[config.mk]
export PLATFORM = sky130hd
export DESIGN_NAME = spi_err_slave
export DESIGN_NICKNAME = d
export VERILOG_FILES = /design/src/rtl/spi_slv_pkg.sv /design/src/rtl/spi_pin_sync.sv /design/src/rtl/spi_slv_ctrl.sv /design/src/rtl/spi_slv_data.sv /design/src/rtl/spi_err_slave.sv
export SDC_FILE = /design/constraint.sdc
export NUM_CORES = 1
export LEC_CHECK = 0
export ABC_CLOCK_PERIOD_IN_PS = 1700
export BUFFER_PORTS_ARGS = -buffer_cell sky130_fd_sc_hd__buf_2
export CAP_MARGIN = 0
export CORE_MARGIN = 10
export CORE_UTILIZATION = 40
export CTS_CLUSTER_DIAMETER = 200
export CTS_CLUSTER_SIZE = 10
export DETAILED_ROUTE_END_ITERATION = 10
export HOLD_SLACK_MARGIN = 0.08
export REMOVE_ABC_BUFFERS = 1
export SLEW_MARGIN = 20
export SYNTH_ARGS = -nofsm -noshare
export SYNTH_HDL_FRONTEND = slang
export SYNTH_SLANG_ARGS = --single-unit
[constraint.sdc]
create_clock -name clk -period 1.7 [get_ports clk]
set_clock_uncertainty 0.05 [all_clocks]
set_input_delay 0.34 -clock clk [delete_from_list [all_inputs] [get_ports clk]]
set_output_delay 0.34 -clock clk [all_outputs]
set_load 0.01 [all_outputs]
[src/rtl/spi_slv_pkg.sv]
package spi_slv_pkg;
  // Strobes from control to datapath, valid for one system clock each.
  typedef struct packed {
    logic sample;   // capture serial input bit (rising SCK)
    logic shift;    // advance shift register (falling SCK)
    logic loadTx;   // load accepted write into shift register
    logic store;    // move assembled byte into holding buffer
  } spiStrobe_t;
endpackage

[src/rtl/spi_pin_sync.sv]
module spi_pin_sync #(
  parameter int NUM_PINS = 3,
  parameter int STAGES = 2,
  parameter logic [NUM_PINS-1:0] RST_VAL = '0
) (
  input  logic                clk,
  input  logic                rstN,
  input  logic [NUM_PINS-1:0] pinsIn,
  output logic [NUM_PINS-1:0] pinsOut
);
  for (genvar p = 0; p < NUM_PINS; p++) begin : g_pin
    logic [STAGES-1:0] chain;
    always_ff @(posedge clk) begin
      if (!rstN) chain <= {STAGES{RST_VAL[p]}};
      else       chain <= {chain[STAGES-2:0], pinsIn[p]};
    end
    assign pinsOut[p] = chain[STAGES-1];
  end
endmodule

[src/rtl/spi_slv_ctrl.sv]
module spi_slv_ctrl
  import spi_slv_pkg::*;
#(
  parameter int DATA_W = 8,
  localparam int CNT_W = $clog2(DATA_W + 1)
) (
  input  logic       clk,
  input  logic       rstN,
  input  logic       sckSync,
  input  logic       ssNSync,
  input  logic       wrEn,
  input  logic       rdEn,
  input  logic       overwriteEn,
  input  logic       wcolClr,
  input  logic       ovfClr,
  output spiStrobe_t strobe,
  output logic       bufFull,
  output logic       wcolFlag,
  output logic       ovfFlag,
  output logic       irqPulse
);
  localparam logic [CNT_W-1:0] LAST = CNT_W'(DATA_W);

  logic             sckPrev;
  logic [CNT_W-1:0] bitCnt;
  logic             selected, sckRise, sckFall, byteDone;
  logic             busy, wrTry, setWcol, setOvf;

  always_comb begin
    selected = !ssNSync;
    sckRise  = selected && sckSync && !sckPrev;
    sckFall  = selected && !sckSync && sckPrev;
    byteDone = sckFall && (bitCnt == LAST);
    busy     = (bitCnt != '0);
    wrTry    = wrEn && !wcolFlag;
    setWcol  = wrTry && busy;
    setOvf   = byteDone && !overwriteEn && bufFull;

    strobe.sample   = sckRise;
    strobe.shift    = sckFall;
    strobe.loadTx   = wrTry && !busy;
    strobe.store    = byteDone && (overwriteEn || !bufFull);
  end

  always_ff @(posedge clk) begin
    if (!rstN) begin
      sckPrev  <= 1'b0;
      bitCnt   <= '0;
      bufFull  <= 1'b0;
      wcolFlag <= 1'b0;
      ovfFlag  <= 1'b0;
      irqPulse <= 1'b0;
    end else begin
      sckPrev <= sckSync;

      if (!selected || byteDone) bitCnt <= '0;
      else if (sckRise && bitCnt != LAST) bitCnt <= bitCnt + 1'b1;

      if (strobe.store) bufFull <= 1'b1;
      else if (rdEn)    bufFull <= 1'b0;

      irqPulse <= strobe.store;

      if (setWcol)      wcolFlag <= 1'b1;
      else if (wcolClr) wcolFlag <= 1'b0;

      if (setOvf)       ovfFlag <= 1'b1;
      else if (ovfClr)  ovfFlag <= 1'b0;
    end
  end
endmodule

[src/rtl/spi_slv_data.sv]
module spi_slv_data
  import spi_slv_pkg::*;
#(
  parameter int DATA_W = 8
) (
  input  logic              clk,
  input  logic              rstN,
  input  logic              mosiSync,
  input  spiStrobe_t        strobe,
  input  logic [DATA_W-1:0] wrData,
  output logic              misoOut,
  output logic [DATA_W-1:0] rdData
);
  logic              rxBit;
  logic [DATA_W-1:0] shiftReg, holdBuf, nextShift;

  assign nextShift = {shiftReg[DATA_W-2:0], rxBit};

  always_ff @(posedge clk) begin
    if (!rstN) begin
      rxBit    <= 1'b0;
      shiftReg <= '0;
      holdBuf  <= '0;
    end else begin
      if (strobe.sample) rxBit <= mosiSync;

      if (strobe.loadTx)     shiftReg <= wrData;
      else if (strobe.shift) shiftReg <= nextShift;

      if (strobe.store) holdBuf <= nextShift;
    end
  end

  assign misoOut = shiftReg[DATA_W-1];
  assign rdData  = holdBuf;
endmodule

[src/rtl/spi_err_slave.sv]
module spi_err_slave
  import spi_slv_pkg::*;
#(
  parameter int DATA_W = 8,
  parameter int SYNC_STAGES = 2
) (
  input  logic              clk,
  input  logic              rstN,
  input  logic              sckIn,
  input  logic              ssNIn,
  input  logic              mosiIn,
  output logic              misoOut,
  input  logic              wrEn,
  input  logic [DATA_W-1:0] wrData,
  input  logic              rdEn,
  output logic [DATA_W-1:0] rdData,
  input  logic              overwriteEn,
  input  logic              wcolClr,
  input  logic              ovfClr,
  output logic              bufFull,
  output logic              wcolFlag,
  output logic              ovfFlag,
  output logic              irqPulse
);
  logic [2:0] pinsSync;
  spiStrobe_t strobe;

  spi_pin_sync #(.NUM_PINS(3), .STAGES(SYNC_STAGES), .RST_VAL(3'b100)) u_sync (
    .clk(clk), .rstN(rstN),
    .pinsIn({ssNIn, sckIn, mosiIn}),
    .pinsOut(pinsSync)
  );

  spi_slv_ctrl #(.DATA_W(DATA_W)) u_ctrl (
    .clk(clk), .rstN(rstN),
    .sckSync(pinsSync[1]), .ssNSync(pinsSync[2]),
    .wrEn(wrEn), .rdEn(rdEn), .overwriteEn(overwriteEn),
    .wcolClr(wcolClr), .ovfClr(ovfClr),
    .strobe(strobe), .bufFull(bufFull), .wcolFlag(wcolFlag),
    .ovfFlag(ovfFlag), .irqPulse(irqPulse)
  );

  spi_slv_data #(.DATA_W(DATA_W)) u_data (
    .clk(clk), .rstN(rstN),
    .mosiSync(pinsSync[0]), .strobe(strobe), .wrData(wrData),
    .misoOut(misoOut), .rdData(rdData)
  );
endmodule

# After elaboration in Yosys (flattened, before gate mapping)
# Index checks and enable logic that the tools add are counted.
# totals
register_bits	32
out_inout_bits	13
# classes
n_eq_ne	2
n_reduce_logical	27
n_bitwise	1
n_mux	8
add_sub_neg	1
# op_table
op	count
$mux W8	2
$logic_and A1 B1 Y1	12
$reduce_bool A2 Y1	4
$logic_not A1 Y1	7
$mux W1	6
$add A4 B1 Y4 const B	1
$eq A4 B4 Y1 const B	1
$ne A4 B4 Y1 const B	1
$reduce_bool A4 Y1	1
$logic_or A1 B1 Y1	2
$reduce_or A2 Y1	1
$not A1 Y1	1

# Logic depth before layout (Yosys ltp)
# Gate-level depths: netlist (run 1).
# depth
word_depth	7
mapped_depth	7

# Modules after synthesis
# A second synthesis (run 1) with hierarchy kept.
# hier_totals
hier_cells	130
hier_area_um2	1413.9
# by_module_without_submodules
module	area_each_um2	n_inst	cells_per_inst
spi_slv_data	773.2	1	63
spi_slv_ctrl	460.4	1	52
spi_pin_sync	180.2	1	15

# Worst setup path after synthesis (run 1)
# Ideal clock, no wire load.
# synth_timing
path_type	register to register
from	register u_ctrl.bitCnt[0]
to	register u_data.shiftReg[0]
path_buffers	2
path_stages_with_launch	8
required_ns	1.562
arrival_ns	1.574
period_less_slack_ns	1.712
slack_ns	-0.012
setup_time_ns	0.088
cell_sequence	dfxtp_1 > inv_1 > ha_1 > or3b_1 > buf_6 > or2_1 > buf_6 > a311oi_2
# synth_between
elab_chain_cells	4
elab_cells_between_ends	5
classes_between	mux (1); reduce/logical (4)
# synth_lines
element	line_no	rtl
start: declaration	spi_slv_ctrl.sv:25	logic [CNT_W-1:0] bitCnt;
start signal: assignment	spi_slv_ctrl.sv:57	else if (sckRise && bitCnt != LAST) bitCnt <= bitCnt + 1'b1;
$reduce_bool A4 Y1 (*)	spi_slv_ctrl.sv:34	busy = (bitCnt != '0);
$logic_not A1 Y1 (*)	spi_slv_ctrl.sv:41	strobe.loadTx = wrTry && !busy;
$logic_and A1 B1 Y1 (*)	spi_slv_ctrl.sv:41	
$mux W8 or $reduce_bool A2 Y1 (tied branches)	--	
end signal: assignment	spi_slv_data.sv:27	if (strobe.loadTx) shiftReg <= wrData;
end signal: assignment	spi_slv_data.sv:28	else if (strobe.shift) shiftReg <= nextShift;
end: declaration	spi_slv_data.sv:15	logic [DATA_W-1:0] shiftReg, holdBuf, nextShift;
# Every way passes the cells marked *; elsewhere a longest branch is shown, timed or not.
# A chain may end at the register's enable or synchronous reset.

# Worst setup path after layout (run 1)
# layout_timing
from	register u_ctrl.bitCnt[0]
to	register u_data.shiftReg[1]
# The elaborated chain is that of the path after synthesis.

==> impl_metrics.py, run 1 <==
metrics = {
    "final_layout": {
        "drive_above_1_share": 0.324,
        "layout.cells.non_filler": 234,
        "area_delta_synth_final_pct": 24.8,
        "antenna_cells": 0,
        "final_area_sq_um": 1730,
        "utilization": 0.520,
        "nets": 207,
    },
    "detailed_routing": {
        "wl_per_cell_microns": 13.5,
        "wl_met2_mm": 1.48,
        "ant_nets": 0,
        "first_iter_violations": 74,
        "topRoutingLayerUsed": "met4",
        "m1WireLength_mm": 1.41,
        "wl_met3_microns": 211,
        "num_vias": 1158,
        "drt-total-wl_mm": 3.15,
        "viasPerCell": 4.95,
        "drc": 0,
        "drtPass1Iterations": 4,
    },
    "sta": {
        "setup_violations": 0,
        "slew_viol_final": 0,
        "setup-tns-final_ns": 0,
        "slew_headroom": 0.635,
        "fin_crit_ns": 1.61,
        "period_share": 0.945,
        "clock.fmax_ghz": 0.622,
        "worst_pin_slew_ns": 0.546,
        "rsz0062_at_grt": "false",
        "hold_viol": 0,
    },
    "critical_path": {
        "reg2regPathDepth": 5,
        "r2r-end": "u_data.shiftReg[1]",
        "rr_startpoint": "u_ctrl.bitCnt[0]",
        "critPathArrivalTime_ns": 1.82,
        "critical_path.max_fanout": 8,
        "r2r_slack_ns": 0.09,
        "required_ns": 1.92,
        "critPathKind": "reg2reg",
        "worstSetupStartpoint": "u_ctrl.bitCnt[0]",
        "crit_path_end_kind": "register",
        "worstSetupEndpoint": "u_data.shiftReg[1]",
        "critPathLaunchType": "register",
    },
    "yosys": {
        "synth.cells.most_frequent": "34 x nand2_1, 32 x dfxtp_1, 9 x nor3_1, 8 x a311oi_2, 8 x mux2i_1",
        "synth.avg_cell_area_sq_um": 9.27,
        "ys_warn_count": 0,
        "synth_top_area_share": 0.461,
        "yosys.cell_types.count": 31,
        "yosys.area.top_type": "dfxtp_1",
        "synth-edff-count": 0,
        "yosysMostFrequentCell": "nand2_1",
        "ys_async_sr_fraction": 0,
        "synthCells": 150,
        "synthFlopType": "dfxtp_1",
        "synth.area.top_cells": "dfxtp_1 46%, nand2_1 9.2%, a311oi_2 8.6%",
        "synth_seq_area_share": 0.461,
        "synth_area_sq_um": 1390,
        "postSynthRegisterBits": 32,
    },
    "pwr": {
        "cellPowerDensity_nw_per_um2": 889,
        "clkPwrFrac": 0.430,
        "power_switching_mw": 0.335,
        "power_mw": 1.54,
        "p_comb_frac": 0.061,
        "peakVddDrop_mv": 0.593,
        "p_seq_frac": 0.509,
        "intPower_mw": 1.21,
        "swShare": 0.217,
        "p_leak_nw": 0.682,
    },
    "die": {
        "die_h_microns": 79.0,
        "die-area_sq_um": 6230,
        "start_util": 0.417,
        "die_w_microns": 79.0,
        "io_pins": 31,
        "core_sq_um": 3340,
        "fp-row-count": 21,
    },
    "clock_network": {
        "cts_root_buf": "clkbuf_4",
        "cts_sinks": 32,
        "numCtsBuffers": 5,
        "cts_max_path_buffers": 2,
        "ctsHoldBuffers": 0,
        "path_clk_slew_ns": 0.10,
        "clk_latency_ns": 0.34,
        "cts_tree": "done",
        "h-tree-depth": 2,
    },
    "hold_path": {
        "hp-start": "ssNIn",
        "hp-class": "in2reg",
    },
    "global_routing": {
        "grt_pass1_vias": 1181,
        "overflow": 0,
        "grt_first_pass_wirelength_mm": 5.36,
        "antenna_found_initial": 0,
        "grtUsageTotal": 0.109,
        "grt_start_max_net_pins": 19,
    },
    "placement": {
        "dp_hpwl_mm": 2.31,
        "io_buffers": 30,
        "finalWeightedCongestion": 0.732,
        "placed_area_sq_um": 1610,
        "dp.cells": 226,
    },
    "job": {
        "cap_violations": 0,
    },
    "run_status": {
        "status": "complete, no violations",
    },
}
through the flow:
step / hold WS [ns] / setup WS [ns]
after floorplan: 0.336 / -0.435
after global placement: 0.339 / 0.0416
after detailed placement: 0.352 / -0.00655
after CTS: 0.109 / 0.0672
after global routing: 0.104 / 0.0119
final: 0.127 / 0.0933
registers in the layout, summed over array words and instances, names as in the netlist:
name                flops
u_sync.g_pin.chain      6
u_data.rdData           8
u_ctrl.bufFull          1
u_ctrl.sckPrev          1
u_ctrl.bitCnt           4
u_data.shiftReg         8
u_ctrl.irqPulse         1
u_data.rxBit            1
u_ctrl.ovfFlag          1
u_ctrl.wcolFlag         1
cells by family after synthesis:
family,count (synthesis),synth area share
flip-flops,32,0.461
adder cells (fa/ha/maj),2,0.0180
AND/OR/NAND/NOR,73,0.272
buffers and inverters,14,0.0522
AO/OA/AOI/OAI,21,0.140
multiplexers,8,0.0576
area by class of cell:
cell class,count,area [sq um]
timing repair buffer,39,218
clock buffer,7,65.1
tap,46,57.6
fill,335,1600
inverter,5,18.8
sequential,32,641
clock inverter,1,30.0
multi-input combinational,104,704
worst min-delay path by stage:
stage                                     endpoint  depth (start not counted)
after floorplan           u_sync.g_pin[2].chain[1]                          1
after global placement    u_sync.g_pin[2].chain[1]                          1
after detailed placement  u_sync.g_pin[2].chain[1]                          1
after CTS                 u_sync.g_pin[2].chain[0]                          2
after global routing      u_sync.g_pin[2].chain[0]                          2
final                     u_sync.g_pin[2].chain[0]                          2
worst max-delay path, stage by stage, from the launching register on:
cell and delay [ns]:
dfxtp_1 0.32, inv_1 0.10, ha_4 0.15, or3b_4 0.37, or2_4 0.32, a311oi_2 0.21
repair_timing:
action / CTS / global route
resized for setup: 1 / 5
pin swaps: 0 / 1
hold endpoints to repair: 0 / 0
buffers inserted: 0 / 0
setup endpoints to repair: 8 / 10
metal layers:
| metal | vias to the layer above | GRT usage |
|---|---|---|
| met1 | 539 | 0.113 |
| li1 | 587 | - |
| met4 | 0 | 0.0591 |
| met3 | 6 | 0.0507 |
| met2 | 26 | 0.179 |
| met5 | - | 0 |
placed cells by master (no fill, tap or decap):
cell type,n
a21boi_0,1
a21oi_1,5
a311oi_2,8
a32oi_1,1
and2_1,5
and3b_2,1
buf_2,30
buf_4,9
bufinv_16,1
clkbuf_4,5
clkbuf_8,2
dfxtp_1,32
ha_1,1
ha_4,1
inv_1,5
mux2i_1,8
nand2_1,34
nand2b_1,4
nand3_1,3
nand3b_1,1
nor2_1,1
nor2b_1,3
nor3_1,7
nor3_2,2
nor3b_1,2
nor4_1,1
o21a_1,1
o21ai_0,5
or2_4,1
or2b_1,2
or3_1,1
or3b_1,2
or3b_4,1
or4_1,1
or4bb_1,1
power by group through the flow:
stage	Clock, mW	Combinational [mW]	Sequential [mW]
CTS	0.682	0.0952	0.784
detailed placement	0	0.0934	0.801
floorplan	0	0.0506	0.798
global route	0.705	0.106	0.788
finish	0.663	0.0943	0.784
global placement	0	0.0904	0.801
Power figures use the tool's default switching activity.
==> run 2, diff against run 1 <==
CORE_ASPECT_RATIO = 0.7   (was unset)
==> run 2 against run 1 <==
Net effect: clock power is 5.4% lower; first-iteration DRC count down 55%; power fell by 2.1%; worst setup slack worse by 0.0084 ns; flip-flop and latch count did not move; fmax down 0.52%; critical path depth increased by 1; critical path type unchanged; largest cell class unchanged; highest routed layer unchanged.
==> impl_metrics.py, run 2 (same netlist as run 1, synthesis figures left out) <==
metrics = {
    "run_status": {
        "status": "complete, no violations",
    },
    "global_routing": {
        "grt_start_max_net_pins": 25,
        "overflow": 0,
        "grt_pass1_vias": 1143,
        "grtUsageTotal": 0.102,
        "grt_first_pass_wirelength_mm": 5.19,
        "antenna_found_initial": 0,
    },
    "final_layout": {
        "antenna_cells": 0,
        "final_cell_mix": "34 x nand2_1, 32 x dfxtp_1, 30 x buf_2, 9 x buf_4",
        "utilization": 0.536,
        "final_common_cell": "nand2_1",
        "nets": 207,
        "drive_above_1_share": 0.321,
        "n_fill_cell": 311,
        "area_delta_synth_final_pct": 24.6,
    },
    "die": {
        "die_h_microns": 69.3,
        "core_sq_um": 3230,
        "io_pins": 31,
        "fp-row-count": 17,
        "start_util": 0.430,
        "die_w_microns": 90.5,
        "die-area_sq_um": 6270,
    },
    "clock_network": {
        "clk_latency_ns": 0.28,
        "h-tree-depth": 2,
        "postCtsSetupBuffers": 0,
        "cts_root_buf": "clkbuf_8",
        "numCtsBuffers": 5,
        "cts_max_path_buffers": 2,
        "cts_tree": "done",
        "ctsHoldBuffers": 0,
        "path_clk_slew_ns": 0.07,
        "cts_sinks": 32,
    },
    "placement": {
        "io_buffers": 30,
        "dp_hpwl_mm": 2.48,
        "finalWeightedCongestion": 0.795,
    },
    "sta": {
        "rsz0062_at_grt": "false",
        "fin_crit_ns": 1.62,
        "period_share": 0.950,
        "slew_viol_final": 0,
        "worst_pin_slew_ns": 0.489,
        "hold_viol": 0,
        "clock.fmax_ghz": 0.619,
        "setup_violations": 0,
        "setup-tns-final_ns": 0,
        "slew_headroom": 0.674,
    },
    "detailed_routing": {
        "num_vias": 1171,
        "drc": 0,
        "drt-total-wl_mm": 3.22,
        "viasPerCell": 5.00,
        "ant_nets": 0,
        "drtPass1Iterations": 4,
        "first_iter_violations": 33,
        "wl_per_cell_microns": 13.8,
    },
    "critical_path": {
        "critical_path.max_fanout": 9,
        "critPathArrivalTime_ns": 1.72,
        "critPathLaunchType": "register",
        "crit_slowest_cell": "or3b_1",
        "critPathKind": "reg2reg",
        "max_stage_delay_ns": 0.37,
        "critPathTopFamily": "simple AND/OR/NAND/NOR gates",
        "cp.buffers_inverters": 2,
        "crit_path_end_kind": "register",
        "crit_chain": "inv_1 > ha_1 > or3b_1 > buf_4 > nor3_1 > a311oi_2",
        "required_ns": 1.80,
    },
    "pwr": {
        "peakVddDrop_mv": 0.506,
        "p_leak_nw": 0.685,
        "power_mw": 1.51,
        "cellPowerDensity_nw_per_um2": 872,
    },
    "job": {
        "cap_violations": 0,
    },
    "hold_path": {
        "hp-class": "in2reg",
    },
}
-- run 2: where the power goes --
part           internal, mW  leakage, nW  switching (mW)
registers             0.771        0.261          0.0135
logic                0.0465        0.374          0.0510
clock network         0.360       0.0503           0.267
-- run 2: cell type report --
cell class | instances | area [sq um] | area share
Tap cell | 47 | 58.8 | 0.0340
Inverter | 5 | 18.8 | 0.0108
Multi-Input combinational cell | 104 | 699 | 0.404
Sequential cell | 32 | 641 | 0.370
Clock buffer | 7 | 96.3 | 0.0556
Timing Repair Buffer | 39 | 218 | 0.126
-- run 2: worst paths after layout --
path,start,to,slack [ns],cells past startpoint
worst max-delay path,u_ctrl.bitCnt[0],u_data.shiftReg[6],0.08,6
worst min-delay path,ssNIn,u_sync.g_pin[2].chain[0],0.19,2
worst max register to register,u_ctrl.bitCnt[0],u_data.shiftReg[6],0.08,6
worst min register to register,u_sync.g_pin[2].chain[0],u_sync.g_pin[2].chain[1],0.36,1
-- run 2: per-stage QoR --
step,hold slack [ns],std cells,instance area [sq um],setup WS (ns)
finish,0.189,234,1730,0.0848
global route,0.185,234,1730,0.00775
CTS,0.181,234,1710,0.0457
detailed placement,0.350,227,1610,-0.0395
global placement,0.343,227,1610,0.0374
floorplan,0.336,141,1340,-0.435
-- run 2: worst reg2reg max path: stages (launching register included) --
cell and delay [ns]:
dfxtp_1 0.31, inv_1 0.07, ha_1 0.18, or3b_1 0.37, buf_4 0.19, nor3_1 0.24, a311oi_2 0.08
-- run 2: repair_timing --
action                     4_1_cts  5_1_grt
resized for setup                1        5
pin swaps                        0        1
setup endpoints to repair        8       11
-- run 2: routing by layer --
metal,share of wire,GRT usage,vias to the layer above
met3,0.064,0.0431,7
li1,-,-,588
met5,0,0,-
met4,0.021,0.0627,0
met2,0.42,0.143,31
met1,0.49,0.125,545
